[config.mk]
export PLATFORM = sky130hd
export DESIGN_NAME = mbox_bank
export DESIGN_NICKNAME = d
export VERILOG_FILES = /design/src/rtl/mbox_pkg.sv /design/src/rtl/mbox_slot.sv /design/src/rtl/mbox_crd.sv /design/src/rtl/mbox_drd.sv /design/src/rtl/mbox_bank.sv
export SDC_FILE = /design/constraint.sdc
export NUM_CORES = 1
export LEC_CHECK = 0
export ABC_AREA = 1
export BUFFER_PORTS_ARGS = -buffer_cell sky130_fd_sc_hd__buf_2
export CAP_MARGIN = 20
export CELL_PAD_IN_SITES_DETAIL_PLACEMENT = 1
export CELL_PAD_IN_SITES_GLOBAL_PLACEMENT = 1
export CORE_UTILIZATION = 35
export DETAILED_ROUTE_END_ITERATION = 10
export GPL_TIMING_DRIVEN = 0
export PLACE_DENSITY = 0.72
export RECOVER_POWER = 25
export SYNTH_ARGS = -nofsm -noshare
export SYNTH_HDL_FRONTEND = slang
export SYNTH_SLANG_ARGS = --single-unit
[constraint.sdc]
create_clock -name clk -period 3.52 [get_ports clk]
set_input_delay 0.352 -clock clk [delete_from_list [all_inputs] [get_ports clk]]
set_output_delay 0.352 -clock clk [all_outputs]
set_load 0.01 [all_outputs]
[src/rtl/mbox_pkg.sv]
package mbox_pkg;
  // Default geometry of the mailbox
  localparam int unsigned MB_BYTE_W  = 8;  // controller data width
  localparam int unsigned MB_NWORDS  = 4;  // words per direction
endpackage

[src/rtl/mbox_slot.sv]
// One word-wide mailbox register: two controller byte lanes plus an
// optional whole-word processor write that takes priority.
module mbox_slot #(
  parameter int unsigned BW     = 8,
  parameter bit          DSP_WR = 1'b1
) (
  input  logic            clk,
  input  logic            rst_n,
  input  logic            c_we_hi,
  input  logic            c_we_lo,
  input  logic [BW-1:0]   c_wdata,
  input  logic            d_we,
  input  logic [2*BW-1:0] d_wdata,
  output logic [2*BW-1:0] q
);
  logic [2*BW-1:0] q_nxt;
  logic            q_en;

  always_comb begin
    q_nxt = q;
    if (c_we_hi) q_nxt[2*BW-1:BW] = c_wdata;
    if (c_we_lo) q_nxt[BW-1:0]    = c_wdata;
    if (DSP_WR && d_we) q_nxt     = d_wdata;   // processor write wins
    q_en = c_we_hi | c_we_lo | (DSP_WR & d_we);
  end

  always_ff @(posedge clk or negedge rst_n) begin
    if (!rst_n)    q <= '0;
    else if (q_en) q <= q_nxt;
  end
endmodule

[src/rtl/mbox_crd.sv]
// Controller-side byte read multiplexer.
module mbox_crd #(
  parameter int unsigned BW  = 8,
  parameter int unsigned NS  = 8,
  localparam int unsigned AW = $clog2(NS) + 1
) (
  input  logic [NS-1:0][2*BW-1:0] words,
  input  logic [AW-1:0]           addr,
  output logic [BW-1:0]           rdata
);
  logic [2*BW-1:0] sel;
  always_comb begin
    sel   = words[addr[AW-1:1]];
    rdata = addr[0] ? sel[BW-1:0] : sel[2*BW-1:BW];
  end
endmodule

[src/rtl/mbox_drd.sv]
// Processor-side word read multiplexer.
module mbox_drd #(
  parameter int unsigned BW  = 8,
  parameter int unsigned NS  = 8,
  localparam int unsigned AW = $clog2(NS)
) (
  input  logic [NS-1:0][2*BW-1:0] words,
  input  logic [AW-1:0]           addr,
  output logic [2*BW-1:0]         rdata
);
  always_comb rdata = words[addr];
endmodule

[src/rtl/mbox_bank.sv]
module mbox_bank
  import mbox_pkg::*;
#(
  parameter int unsigned BW   = MB_BYTE_W,
  parameter int unsigned NW   = MB_NWORDS,
  localparam int unsigned NS  = 2 * NW,
  localparam int unsigned DAW = $clog2(NS),
  localparam int unsigned CAW = DAW + 1
) (
  input  logic            clk,
  input  logic            rst_n,
  input  logic [CAW-1:0]  c_addr,
  input  logic            c_we,
  input  logic [BW-1:0]   c_wdata,
  output logic [BW-1:0]   c_rdata,
  input  logic [DAW-1:0]  d_addr,
  input  logic            d_we,
  input  logic [2*BW-1:0] d_wdata,
  output logic [2*BW-1:0] d_rdata
);
  // Reset: asserted asynchronously, released after two clock edges
  logic [1:0] rsync;
  logic       srst_n;

  always_ff @(posedge clk or negedge rst_n) begin
    if (!rst_n) rsync <= 2'b00;
    else        rsync <= {rsync[0], 1'b1};
  end
  assign srst_n = rsync[1];

  logic [NS-1:0][2*BW-1:0] words;

  // Slots 0..NW-1: controller to processor; NW..NS-1: processor to controller
  for (genvar g = 0; g < NS; g++) begin : g_slot
    localparam logic [DAW-1:0] IDX = DAW'(g);
    localparam bit             INB = (g >= NW);
    logic hit_c, we_hi, we_lo, we_d;

    always_comb begin
      hit_c = c_we & (c_addr[CAW-1:1] == IDX);
      we_hi = hit_c & ~c_addr[0];
      we_lo = hit_c &  c_addr[0];
      we_d  = d_we & d_addr[DAW-1] & (d_addr == IDX);
    end

    mbox_slot #(.BW(BW), .DSP_WR(INB)) u_slot (
      .clk     (clk),
      .rst_n   (srst_n),
      .c_we_hi (we_hi),
      .c_we_lo (we_lo),
      .c_wdata (c_wdata),
      .d_we    (we_d),
      .d_wdata (d_wdata),
      .q       (words[g])
    );
  end

  mbox_crd #(.BW(BW), .NS(NS)) u_crd (
    .words (words),
    .addr  (c_addr),
    .rdata (c_rdata)
  );

  mbox_drd #(.BW(BW), .NS(NS)) u_drd (
    .words (words),
    .addr  (d_addr),
    .rdata (d_rdata)
  );
endmodule

==> flow_summary.json <==
{
  "timing.final.crit_share_pct": 65.7,
  "cp_slowest_cell": "buf_1",
  "postCtsResizedCells": 0,
  "synth_area_per_cell_um2": 6.59,
  "crit_path_start_kind": "input port",
  "globalplace.congestion": 0.920,
  "cp_slowest_stage_delay_ns": 0.54,
  "antenna_left": 0,
  "clkTransAtPathRegs_ns": 0.07,
  "grt_pass1_wl_mm": 51.1,
  "clock-sinks": 130,
  "p_clk_share_pct": 35.4,
  "p_sw_w": 0.00180,
  "swShare_pct": 36.0,
  "layout_commonest_cell": "nand2_1",
  "setup_viol": 0,
  "cts-buffers-inserted": 17,
  "area_growth_pct": 16.0,
  "die_w_um": 151,
  "start_util_pct": 35.7,
  "critical_path_peak_fanout": 10,
  "root_buffer": "clkbuf_16",
  "gr-usage-all-layers_pct": 31.3,
  "p_total_w": 0.00499,
  "grt_setup_unrepaired": "false",
  "finClkSkew_ns": 0.0119,
  "num_rows": 54,
  "n_fill_cell": 2910,
  "yosysSeqAreaShare_pct": 41.7,
  "seq_power_share_pct": 42.8,
  "place_hpwl_mm": 25.2,
  "cts.htree.levels": 4,
  "num_vias": 8363,
  "synthCells": 1183,
  "maxCapViolCount": 1,
  "synth_area_um2": 7790,
  "drc_errors": 0,
  "cellLeakagePower_nw": 4.61,
  "cp.required_ns": 3.17,
  "grt_max_degree": 52,
  "p_int_w": 0.00319,
  "critPathCapture": "c_rdata[1]",
  "mostFrequentLayoutCells": "660 x nand2_1, 130 x dfrtp_1, 102 x nand3_1, 92 x buf_2, 74 x o21ai_1",
  "cpMostUsedCell": "nand3_1",
  "crit_path_cell_trace": "buf_4 > inv_4 > buf_1 > nand3_1 > nand3_1 > nand2_1 > buf_2",
  "failed_checks": "max-capacitance violations, max-slew violations",
  "outcome": "finished with violations",
  "insertion_delay_ns": 0.44,
  "seq_area_um2": 3250,
  "synth_cell_types": 26,
  "reg2reg_depth": 2,
  "core_area_um2": 21800,
  "cts_hold_buf": 1,
  "cts_setup_buffers": 0,
  "port_buffers": 53,
  "min_path_type": "input port to flop",
  "slew_headroom_pct": -0.0959,
  "drive_above_1_share_pct": 14.4,
  "initialDrtViolationCount": 644,
  "crit_cells": 7,
  "yosysWarnings": 0,
  "grt_pass1_vias": 8561,
  "timing.rr.end": "g_slot[0].u_slot.q[9]",
  "multi_input_area_um2": 4040,
  "setup_tns_ns": 0,
  "max_freq_mhz": 432,
  "cp-startpoint": "c_addr[3]",
  "post_drt_wl_per_cell_um": 21.7,
  "combPwrFrac_pct": 21.8,
  "critPathCaptureType": "output pin",
  "cts_tree": "done",
  "viasPerCell": 5.39,
  "crit_arrival_ns": 1.96,
  "crit_family": "buffers and inverters",
  "drt_pre_antenna_iters": 6,
  "antenna_found_initial": 0,
  "cts_buffer_depth": 2,
  "r2r_setup_slack_ns": 1.67,
  "antennaDiodeCount": 0,
  "die_h_um": 151,
  "finalHoldViolations": 0,
  "finalCriticalPeriod_ns": 2.31,
  "ir_drop_mv": 0.245,
  "syn-num-nets": 1218,
  "worst_pin_slew_ns": 1.50,
  "io_pins": 59,
  "holdPathStages": 3,
  "drt_wl_total_mm": 33.7,
  "ys_ff_latch": 130,
  "fin_nets": 1293,
  "reg2reg_from": "rsync[1]",
  "path_class": "input port to output pin",
  "powerDensity_nw_per_um2": 552,
  "overflow": 0,
  "slew_violations": 34,
  "path_buf_inv": 4,
  "dieArea_um2": 22900
}
sequential cells by signal (all words and copies together), names as in the netlist:
| signal | flops |
|---|---|
| g_slot.u_slot.q | 128 |
| rsync | 2 |
cell usage after synthesis, drive strengths merged:
library cell | instances | share of area, %
nor3 | 2 | 0.42
nand3 | 104 | 6.8
a21oi | 23 | 1.6
nor2 | 41 | 2.7
nand2 | 669 | 33
inv | 32 | 1.6
o21ai | 80 | 5.1
buf | 60 | 4.4
dfrtp | 130 | 42
clkinv | 2 | 0.096
clkbuf | 7 | 0.34
nand4 | 32 | 2.6
conb | 1 | 0.048
worst min-delay path by stage:
stage	start	endpoint	slack, ns
floorplan	rst_n	rsync[0]	0.06
global placement	rst_n	rsync[0]	0.14
global route	rst_n	rsync[0]	0.22
CTS	d_wdata[5]	g_slot[6].u_slot.q[5]	0.19
finish	d_wdata[14]	g_slot[6].u_slot.q[14]	0.19
detailed placement	rst_n	rsync[0]	0.14
routing by layer:
layer | GRT usage (%) | routed length, um | up-vias
li1 | - | - | 3928
met1 | 39.9 | 14600 | 4108
met2 | 52.2 | 16200 | 262
met3 | 4.73 | 1740 | 65
met4 | 14.0 | 1200 | 0
met5 | 0 | 0 | -
cells by family after synthesis:
kind of cell | count (synthesis) | share of synthesized area [%]
other | 1 | 0.0481
AND/OR/NAND/NOR | 848 | 45.0
flip-flops | 130 | 41.7
AO/OA/AOI/OAI | 103 | 6.71
buffers and inverters | 101 | 6.48
stage by stage:
| step | area, um2 | hold WS (ns) | instances | setup slack, ns | utilization [%] |
|---|---|---|---|---|---|
| 5_1_grt | 9040 | 0.217 | 1551 | 1.12 | 41.4 |
| 3_3_place_gp | 8410 | 0.138 | 1516 | 0.375 | 38.5 |
| 6_report | 9040 | 0.187 | 1551 | 1.21 | 41.4 |
| 2_1_floorplan | 7800 | 0.0564 | 1183 | 1.36 | - |
| 4_1_cts | 9050 | 0.188 | 1551 | 1.23 | 41.5 |
| 3_5_place_dp | 8470 | 0.140 | 1518 | 1.24 | 38.8 |
final cells by class:
cell class                 instances  area share [%]
inverter                          34            1.47
timing repair buffer              56            3.64
clock buffer                      19            4.90
multi-input combinational        952            44.6
tap                              280            3.87
buffer                            67            4.12
sequential                       130            36.0
clock inverter                    13            1.38
power by group through the flow:
stage | combinational [W] | sequential [W] | clock [W]
CTS | 0.00108 | 0.00212 | 0.00177
floorplan | 0.000720 | 0.00202 | 0
global placement | 0.00102 | 0.00216 | 0
detailed placement | 0.00108 | 0.00214 | 0
global route | 0.00123 | 0.00217 | 0.00183
finish | 0.00109 | 0.00213 | 0.00177
worst register-to-register path: stages, from the launching register on:
cell and delay (ns):
dfrtp_1 1.34, buf_16 0.33, buf_16 0.30
(Power assumes the default switching activity.)
